==> config.mk <==
export PLATFORM = sky130hd
export DESIGN_NAME = hz_stall_ctrl
export DESIGN_NICKNAME = d
export VERILOG_FILES = /design/src/rtl/hz_pkg.sv /design/src/rtl/hz_raw_detect.sv /design/src/rtl/hz_port_arb.sv /design/src/rtl/hz_stage_ctrl.sv /design/src/rtl/hz_sat_counter.sv /design/src/rtl/hz_stall_ctrl.sv
export SDC_FILE = /design/constraint.sdc
export NUM_CORES = 1
export LEC_CHECK = 0
export ABC_AREA = 1
export CELL_PAD_IN_SITES_DETAIL_PLACEMENT = 1
export CELL_PAD_IN_SITES_GLOBAL_PLACEMENT = 1
export CORE_ASPECT_RATIO = 1.1
export CORE_MARGIN = 5
export CORE_UTILIZATION = 40
export CTS_CLUSTER_SIZE = 20
export DETAILED_ROUTE_END_ITERATION = 12
export MAX_ROUTING_LAYER = met4
export PLACE_DENSITY = 0.9
export SETUP_SLACK_MARGIN = 0.02
export SLEW_MARGIN = 10
export SYNTH_ARGS = -nofsm -noshare
export SYNTH_HDL_FRONTEND = slang
export SYNTH_SLANG_ARGS = --single-unit
==> constraint.sdc <==
create_clock -name clk -period 5.95 [get_ports clk]
set_input_delay 1.4875 -clock clk [delete_from_list [all_inputs] [get_ports clk]]
set_output_delay 1.4875 -clock clk [all_outputs]
set_load 0.03 [all_outputs]
==> src/rtl/hz_pkg.sv <==
package hz_pkg;
  parameter int unsigned REG_W = 5;
  parameter int unsigned NSRC  = 2;
  localparam int unsigned SRC_W = REG_W * NSRC;

  typedef enum logic [1:0] {
    GNT_IDLE    = 2'd0,
    GNT_FETCH   = 2'd1,
    GNT_DATA_FO = 2'd2,
    GNT_DATA_WO = 2'd3
  } grant_e;

  typedef struct packed {
    logic [SRC_W-1:0] src;
    logic [REG_W-1:0] rd;
    logic             rd_we;
    logic             mem_rd;
    logic             mem_wr;
  } instr_t;

  localparam instr_t INSTR_NOP = '0;

  // a producer only counts when it is live, writes, and targets a real register
  function automatic logic writes_reg(instr_t i, logic v);
    return v && i.rd_we && (i.rd != '0);
  endfunction

  function automatic logic reads_reg(instr_t i, logic [REG_W-1:0] r);
    logic hit;
    hit = 1'b0;
    for (int k = 0; k < NSRC; k++) begin
      if (r != '0 && i.src[k*REG_W +: REG_W] == r) hit = 1'b1;
    end
    return hit;
  endfunction

  function automatic logic depends_on(instr_t c, instr_t p, logic pv);
    return writes_reg(p, pv) && reads_reg(c, p.rd);
  endfunction
endpackage

==> src/rtl/hz_raw_detect.sv <==
module hz_raw_detect
  import hz_pkg::*;
#(
  parameter int unsigned NPROD = 2
) (
  input  instr_t             cons,
  input  logic               cons_v,
  input  instr_t             prod [NPROD],
  input  logic [NPROD-1:0]   prod_v,
  output logic [NPROD-1:0]   hit,
  output logic               raw
);
  // one comparator bank per producing stage
  for (genvar p = 0; p < NPROD; p++) begin : g_prod
    assign hit[p] = cons_v && depends_on(cons, prod[p], prod_v[p]);
  end
  assign raw = |hit;
endmodule

==> src/rtl/hz_port_arb.sv <==
module hz_port_arb
  import hz_pkg::*;
(
  input  logic   f_avail,
  input  logic   fo_v,
  input  logic   fo_mem_rd,
  input  logic   wo_v,
  input  logic   wo_mem_wr,
  input  logic   raw,
  output grant_e grant,
  output logic   fo_hold,
  output logic   data_busy,
  output logic   fetch_go
);
  logic fo_req, wo_req;

  always_comb begin
    fo_req    = fo_v && fo_mem_rd;
    wo_req    = wo_v && wo_mem_wr;
    data_busy = fo_req || wo_req;
    // older write-back access wins; the operand read waits one cycle
    fo_hold   = fo_req && wo_req;
    fetch_go  = f_avail && !raw && !data_busy;
    if (wo_req)        grant = GNT_DATA_WO;
    else if (fo_req)   grant = GNT_DATA_FO;
    else if (fetch_go) grant = GNT_FETCH;
    else               grant = GNT_IDLE;
  end
endmodule

==> src/rtl/hz_stage_ctrl.sv <==
module hz_stage_ctrl
  import hz_pkg::*;
(
  input  logic       clk,
  input  logic       rst_n,
  input  logic       fetch_go,
  input  instr_t     f_instr,
  input  logic       raw,
  input  logic       fo_hold,
  output instr_t     di_q,
  output instr_t     fo_q,
  output instr_t     ei_q,
  output instr_t     wo_q,
  output logic [3:0] v_q,
  output logic [3:0] en,
  output logic [2:0] bub
);
  logic di_hold;

  always_comb begin
    di_hold = raw || fo_hold;
    en[0]   = fetch_go;
    en[1]   = !fo_hold && !raw;
    en[2]   = !fo_hold;
    en[3]   = 1'b1;
    bub[0]  = !di_hold && !fetch_go;
    bub[1]  = raw && !fo_hold;
    bub[2]  = fo_hold;
  end

  always_ff @(posedge clk) begin
    if (!rst_n) begin
      v_q  <= '0;
      di_q <= INSTR_NOP;
      fo_q <= INSTR_NOP;
      ei_q <= INSTR_NOP;
      wo_q <= INSTR_NOP;
    end else begin
      wo_q   <= ei_q;
      v_q[3] <= v_q[2];
      if (en[2]) begin
        ei_q   <= fo_q;
        v_q[2] <= v_q[1];
      end else begin
        v_q[2] <= 1'b0;
      end
      if (en[1]) begin
        fo_q   <= di_q;
        v_q[1] <= v_q[0];
      end else if (bub[1]) begin
        v_q[1] <= 1'b0;
      end
      if (en[0]) begin
        di_q   <= f_instr;
        v_q[0] <= 1'b1;
      end else if (bub[0]) begin
        v_q[0] <= 1'b0;
      end
    end
  end

  a_r5_raw_bubble_fo: assert property (@(posedge clk) disable iff (!rst_n)
    (raw && !fo_hold) |=> !v_q[1]);
  a_r5_raw_holds_di: assert property (@(posedge clk) disable iff (!rst_n)
    raw |=> (v_q[0] && $stable(di_q)));
  a_r7_fo_held: assert property (@(posedge clk) disable iff (!rst_n)
    fo_hold |=> (v_q[1] && $stable(fo_q) && !v_q[2]));
endmodule

==> src/rtl/hz_sat_counter.sv <==
module hz_sat_counter #(
  parameter int unsigned W = 16
) (
  input  logic         clk,
  input  logic         rst_n,
  input  logic         inc,
  output logic [W-1:0] cnt
);
  localparam logic [W-1:0] TOP = '1;

  always_ff @(posedge clk) begin
    if (!rst_n)                 cnt <= '0;
    else if (inc && cnt != TOP) cnt <= cnt + 1'b1;
  end

  a_r8_idle_stable: assert property (@(posedge clk) disable iff (!rst_n)
    !inc |=> $stable(cnt));
  a_r9_step_one: assert property (@(posedge clk) disable iff (!rst_n)
    (inc && cnt != TOP) |=> cnt == $past(cnt) + 1'b1);
endmodule

==> src/rtl/hz_stall_ctrl.sv <==
module hz_stall_ctrl
  import hz_pkg::*;
#(
  parameter int unsigned CNT_W = 16
) (
  input  logic                    clk,
  input  logic                    rst_n,
  input  logic                    f_avail,
  input  logic [hz_pkg::SRC_W-1:0] f_src,
  input  logic [hz_pkg::REG_W-1:0] f_rd,
  input  logic                    f_rd_we,
  input  logic                    f_mem_rd,
  input  logic                    f_mem_wr,
  output logic                    fetch_go,
  output logic [3:0]              stage_en,
  output logic [2:0]              bubble,
  output logic [1:0]              mem_grant,
  output logic [3:0]              stage_valid,
  output logic [CNT_W-1:0]        raw_stalls,
  output logic [CNT_W-1:0]        port_stalls
);
  localparam int unsigned NPROD = 2;

  instr_t           f_instr, di_q, fo_q, ei_q, wo_q;
  instr_t           prod [NPROD];
  logic [NPROD-1:0] prod_v, raw_hit;
  logic [3:0]       v_q;
  logic             raw, fo_hold, data_busy, go;
  grant_e           grant;
  logic             raw_inc, port_inc;

  assign f_instr = '{src: f_src, rd: f_rd, rd_we: f_rd_we,
                     mem_rd: f_mem_rd, mem_wr: f_mem_wr};
  assign prod[0] = fo_q;
  assign prod[1] = ei_q;
  assign prod_v  = {v_q[2], v_q[1]};

  hz_raw_detect #(.NPROD(NPROD)) u_raw (
    .cons(di_q), .cons_v(v_q[0]), .prod(prod), .prod_v(prod_v),
    .hit(raw_hit), .raw(raw));

  hz_port_arb u_arb (
    .f_avail(f_avail), .fo_v(v_q[1]), .fo_mem_rd(fo_q.mem_rd),
    .wo_v(v_q[3]), .wo_mem_wr(wo_q.mem_wr), .raw(raw),
    .grant(grant), .fo_hold(fo_hold), .data_busy(data_busy), .fetch_go(go));

  hz_stage_ctrl u_stages (
    .clk(clk), .rst_n(rst_n), .fetch_go(go), .f_instr(f_instr),
    .raw(raw), .fo_hold(fo_hold), .di_q(di_q), .fo_q(fo_q), .ei_q(ei_q),
    .wo_q(wo_q), .v_q(v_q), .en(stage_en), .bub(bubble));

  assign raw_inc  = raw;
  assign port_inc = data_busy && f_avail && !raw;

  hz_sat_counter #(.W(CNT_W)) u_raw_cnt (
    .clk(clk), .rst_n(rst_n), .inc(raw_inc), .cnt(raw_stalls));
  hz_sat_counter #(.W(CNT_W)) u_port_cnt (
    .clk(clk), .rst_n(rst_n), .inc(port_inc), .cnt(port_stalls));

  assign fetch_go    = go;
  assign mem_grant   = grant;
  assign stage_valid = v_q;

  a_r10_fetch_needs_req: assert property (@(posedge clk) disable iff (!rst_n)
    fetch_go |-> f_avail);
  a_r6_data_owns_port: assert property (@(posedge clk) disable iff (!rst_n)
    ((v_q[1] && fo_q.mem_rd) || (v_q[3] && wo_q.mem_wr)) |-> (mem_grant != GNT_FETCH && !fetch_go));
  a_r3_no_early_advance: assert property (@(posedge clk) disable iff (!rst_n)
    (v_q[0] && (depends_on(di_q, fo_q, v_q[1]) || depends_on(di_q, ei_q, v_q[2]))) |-> !stage_en[1]);
  a_r7_write_wins: assert property (@(posedge clk) disable iff (!rst_n)
    (v_q[1] && fo_q.mem_rd && v_q[3] && wo_q.mem_wr) |-> (mem_grant == GNT_DATA_WO && bubble[2]));
endmodule

Word level (Yosys, flattened, before mapping):

Cells that the tools add are included.

* memory bits (writable): 0
* input port bits: 21
* flip-flop bits (word level): 70
* ROM bits: 0
* memories kept: 0
* bits in latches: 0
* output and inout bits: 46
* word-level logic and storage cells: 76

* $mul: 0
* divide/modulo/power cells: 0
* reductions and logical operators: 37
* shift operators: 0
* muxes and demuxes: 11
* bitwise operators: 1
* equal/unequal tests: 6
* magnitude comparators: 0
* $add $sub $neg: 2

Operators with widths (count)
* $add A16 B1 Y16 const B: 2
* $ne A16 B16 Y1 const B: 2
* $logic_and A1 B1 Y1: 24
* $eq A5 B5 Y1: 4
* $reduce_bool A5 Y1: 2
* $mux W1: 9
* $logic_not A1 Y1: 5
* $mux W2: 2
* $reduce_bool A2 Y1: 2
* $reduce_or A2 Y1: 2
* $logic_or A1 B1 Y1: 2
* $not A1 Y1: 1

Logic depth before layout (Yosys ltp):

* word-level depth: 14
* gate-level depth with buffers: 15
* gate-level depth less buffers: 13

Modules after synthesis:

Synthesis repeated with hierarchy kept, for this count alone.

* cells, all modules: 752
* area total of the unflattened synthesis: 5093.6 µm²

By module, submodules not included
* hz_stage_ctrl: cells an instance 347, sequential area each 1521.5 µm², area each 2636.3 µm², instances 1
* hz_sat_counter: cells an instance 149, sequential area each 320.3 µm², area each 996.0 µm², instances 2
* hz_raw_detect: cells an instance 95, sequential area each 0.0 µm², area each 396.6 µm², instances 1
* hz_port_arb: cells an instance 10, sequential area each 0.0 µm², area each 58.8 µm², instances 1
* hz_stall_ctrl: cells an instance 2, sequential area each 0.0 µm², area each 10.0 µm², instances 1

Least setup slack after synthesis:

Ideal clock, no wire load.

* path kind: input to output
* from: in f_avail
* to: out bubble[0]
* arrival time: 2.411 ns
* path slack: 2.052 ns
* path buffers: 2
* stages on the path: 5
* data required time: 4.463 ns
* cell sequence: buf_1 nand3_2 inv_2 buf_6 nor2_1

* word-level cells in the longest chain between the ends: 4

RTL lines
* start, declared: line hz_stall_ctrl.sv:8 `input logic f_avail,`
* $logic_and A1 B1 Y1 (2 in series): line hz_port_arb.sv:23 `fetch_go = f_avail && !raw && !data_busy;`
* via fetch_go: line hz_stall_ctrl.sv:14 `output logic fetch_go,`
* $logic_not A1 Y1: line hz_stage_ctrl.sv:26 `bub[0] = !di_hold && !fetch_go;`
* $logic_and A1 B1 Y1: line hz_stage_ctrl.sv:26
* end, declared: line hz_stall_ctrl.sv:16 `output logic [2:0] bubble,`

The timed path passes the listed nets, and every way through them passes these cells.

Worst setup path after layout:

* from: reg, netlist name u_stages.fo_q[5]
* to: out stage_en[0]

* word-level cells in the longest chain between the ends: 10
* elaborated cells on any way between the ends: 14
* those cells by class: eq/ne (2); mux (2); reduce/logical (10)

RTL lines
* $eq A5 B5 Y1 / $reduce_bool A5 Y1 (equally long branches): line hz_pkg.sv:32, hz_pkg.sv:25
* $logic_and A1 B1 Y1: line hz_pkg.sv:32 `if (r != '0 && i.src[k*REG_W +: REG_W] == r) hit = 1'b1;`
* $mux W1 (2 in series): line hz_pkg.sv:32
* $logic_and A1 B1 Y1 *: line hz_pkg.sv:38 `return writes_reg(p, pv) && reads_reg(c, p.rd);`
* $logic_and A1 B1 Y1 *: line hz_raw_detect.sv:15 `assign hit[p] = cons_v && depends_on(cons, prod[p], prod_v[p]);`
* $reduce_or A2 Y1 *: line hz_raw_detect.sv:17 `assign raw = |hit;`
* $logic_not A1 Y1 *: line hz_port_arb.sv:23
* $logic_and A1 B1 Y1 * (2 in series): line hz_port_arb.sv:23
* end, declared: line hz_stall_ctrl.sv:15 `output logic [3:0] stage_en,`

Every way passes the cells marked *; elsewhere a longest branch is shown, timed or not.

==> results.toml <==
[status]
result_of_the_run = "complete, no violations"

[timing]
post_route_clock_period_utilization_pct = 79.2
fin_tns_setup_ns = 0
finalSetupViolations = 0
fin_skew_ns = 0.00917
max_freq_ghz = 0.212
worst_slew_pin_slew_ns = 1.01
finalHoldViolations = 0
final.setup.worst_slack_ns = 1.24
maxSlewViolCount = 0
post-route-min-period_ns = 4.71
unrepaired_setup_endpoints_after_global_routing = "false"
slew_headroom_pct = 32.8

[synthesis]
synthDistinctLibCells = 29
netlist_area_mm2 = 0.00383
synthAdderAreaFrac_pct = 0.654
post_synth_mux_area_share_pct = 0
synth_top_family_by_area = "simple AND/OR/NAND/NOR gates"
postSynthAreaPerCell_um2 = 6.74
synth_compound_area_share_pct = 7.19
synth-seq-area-share_pct = 36.6
synth_simple_gate_area_share_pct = 36.7
synth_xor_area_share_pct = 6.86
yosys_warnings = 0
synth-seq-cells = 70
postSynthNetCount = 591
syn_inst_count = 568

[global_route]
grt_pass1_vias = 4186
grt_overflow_total = 0
number_of_antenna_violations_at_the_first_check_in_global_routing = 0
grt_pass1_wl_um = 19600
grt_max_degree = 43
globalRouteTotalUtil_pct = 21.5

[final_layout]
area_growth_syn_to_layout_pct = 21.3
sequential_cell_area_mm2 = 0.00140
insertedDiodeCount = 0
final_net_count = 640
nFillCells = 1222
area_used_by_multi_input_combinational_logic_mm2 = 0.00198
final_layout_size_suffix_gt1_share_pct = 6.59

[critical_path]
r2r-end = "u_port_cnt.cnt[11]$_SDFFE_PN0P_"
worst_reg_to_reg_setup_slack_ns = 3.27
worstSetupStartpointType = "register"
timing.reg2reg.worst_path_depth = 7
critical_path_peak_fanout = 38
worst_path_arrival_ns = 3.22
setup.worst_path.end_class = "primary output"
worst_ep_required_time_ns = 4.46
start_to_end_type_of_the_worst_setup_path = "reg2out"
worst_r2r_startpoint = "u_stages.v_q[1]$_SDFFE_PN0P_"

[power]
cellInternalPower_mw = 0.693
sw_frac_of_total_pct = 28.8
seq_power_share_pct = 51.1
p_leak_nw = 1.91
peakVddDrop_mv = 0.0972
pwr_density_cell_mw_per_mm2 = 210
power.combinational.fraction_pct = 10.3
switchingPower_mw = 0.280
share_clk_of_total_power_pct = 38.6

[route]
post-route-drc-count = 0
num_vias = 3855
final_wl_um = 11600
drt.antenna.violating_nets = 0
detailedRoute.firstPassIterationCount = 4
route.detailed.vias_per_inst = 5.22
detail_route.wl_per_cell_um = 15.7
drt_iter0_drc = 116

[placed_design]
dp.final_hpwl_um = 8410
gp_routability_congestion = 0.897
detailedPlace.worstSlack_ns = 1.23
port_buffer_count = 65

[hold_path]
hp-start = "u_stages.ei_q[0]$_SDFFE_PN0N_"
hold_crit_endpoint = "u_stages.wo_q[0]$_SDFF_PN0_"
hold_path.class = "reg2reg"
worst_hold_path.num_cells = 2

[clock_tree]
clock_sinks = 70
cts_htree_levels = 3
tritoncts_clock_tree = "yes"
post_cts_buffers = 0
post_cts.resized_instances = 0
numCtsBuffers = 9
clk_latency_ns = 0.35
clockBufferDepth = 2
clockRootBuffer = "clkbuf_8"
clk_pin_slew_ns = 0.08
cts_hold_repair.buffers = 0

[floorplan]
num_rows = 37
pin_count = 67
floorplan.die.height_um = 113
die_area_mm2 = 0.0116
die_width_um = 103
core-area_mm2 = 0.00935
initial_utilization_pct = 40.9

[flow_run]
timing.max_cap.violations = 0
[per-layer routing]
layer / global-route usage [%] / vias up / wire length, µm
li1: - / 1906 / -
met1: 24.5 / 1856 / 5030
met2: 37.3 / 67 / 5960
met3: 3.23 / 26 / 342
met4: 7.94 / 0 / 287
met5: - / - / 0
[Yosys cell counts]
cell	instances	area share (%)
nand2_1	141	14
nor2_1	87	8.5
dfxtp_1	70	37
inv_1	61	6.0
nand4_1	41	6.7
a21oi_1	36	4.7
nand3_1	21	2.7
o21ai_0	19	2.5
xor2_1	16	3.7
xnor2_1	14	3.2
clkbuf_1	11	1.1
buf_6	8	2.4
inv_2	7	0.69
buf_4	6	1.2
nor3_1	5	0.65
buf_2	3	0.39
nor4_1	3	0.49
buf_1	2	0.20
ha_1	2	0.65
nand2_2	2	0.33
nand3_2	2	0.52
nor2_2	2	0.33
nor2_4	2	0.59
nor3_2	2	0.52
conb_1	1	0.098
nand2_4	1	0.29
nand3_4	1	0.46
nand4_2	1	0.33
nor3_4	1	0.42
[layout by cell type, fill, tap and decap left out, types with 2 or more instances in the layout]
cell type        count
a21oi_1             36
buf_4                3
clkbuf_8            10
clkdlybuf4s50_1     65
dfxtp_1             70
ha_1                 2
inv_1               61
inv_2                7
inv_6                4
nand2_1            141
nand2_2              2
nand3_1             21
nand3_2              2
nand4_1             41
nor2_1              87
nor2_2               2
nor2_4               2
nor3_1               4
nor3_2               3
nor4_1               3
o21ai_0             19
xnor2_1             14
xor2_1              16
[power groups by stage]
stage | sequential [mW] | clock (mW) | combinational [mW]
finish | 0.497 | 0.376 | 0.100
CTS | 0.497 | 0.384 | 0.101
detailed placement | 0.508 | 0 | 0.100
global placement | 0.507 | 0 | 0.0943
global route | 0.499 | 0.401 | 0.113
floorplan | 0.503 | 0 | 0.0675
[stage by stage]
stage / cells / util (%) / instance area (µm²) / hold WS, ns / power, mW
after global placement: 723 / 47.6 / 4450 / 0.411 / 0.602
final: 739 / 49.7 / 4640 / 0.443 / 0.973
after floorplan: 568 / - / 3830 / 0.407 / 0.571
after CTS: 739 / 49.7 / 4640 / 0.448 / 0.982
after global routing: 739 / 49.7 / 4640 / 0.469 / 1.01
after detailed placement: 723 / 47.6 / 4450 / 0.437 / 0.608
[worst max-delay path: stages (launching register included)]
cell,delay [ns]
dfxtp_1,0.47
nand2_1,0.09
nand2_1,0.09
nor2_1,0.05
nand3_1,0.07
nand2_1,0.09
nand2_1,0.08
nand2_1,0.06
nand2_2,0.54
nand3_2,0.20
inv_2,0.35
clkdlybuf4s50_1,0.75
[worst max path at each step]
stage	startpoint	endpoint	slack (ns)	cells past startpoint
CTS	u_stages.fo_q[5]$_SDFFE_PN0P_	fetch_go	1.22	11
finish	u_stages.fo_q[5]$_SDFFE_PN0P_	stage_en[0]	1.24	11
floorplan	f_avail	bubble[0]	2.05	5
global route	u_stages.fo_q[5]$_SDFFE_PN0P_	bubble[0]	0.96	13
global placement	f_avail	fetch_go	1.25	4
detailed placement	f_avail	fetch_go	1.23	4
[state kept, by name, indices dropped and copies added, names as in the netlist]
| register | cells |
|---|---|
| u_port_cnt.cnt | 16 |
| u_raw_cnt.cnt | 16 |
| u_stages.di_q | 18 |
| u_stages.ei_q | 7 |
| u_stages.fo_q | 8 |
| u_stages.v_q | 4 |
| u_stages.wo_q | 1 |
[kinds of logic after synthesis]
kind of cell,Yosys count
buf+inv,98
flops,70
fa+ha+maj,2
other cells,1
simple gates,312
xor+xnor,30
compound gates,55
[area by class of cell]
class                      instances  area share (%)
inverter                          68            5.50
clock inverter                     6            1.10
sequential                        70            30.2
timing repair buffer              68            14.5
multi-input combinational        400            42.6
tap                              117            3.15
clock buffer                      10            2.96
Power figures use the tool's default switching activity.
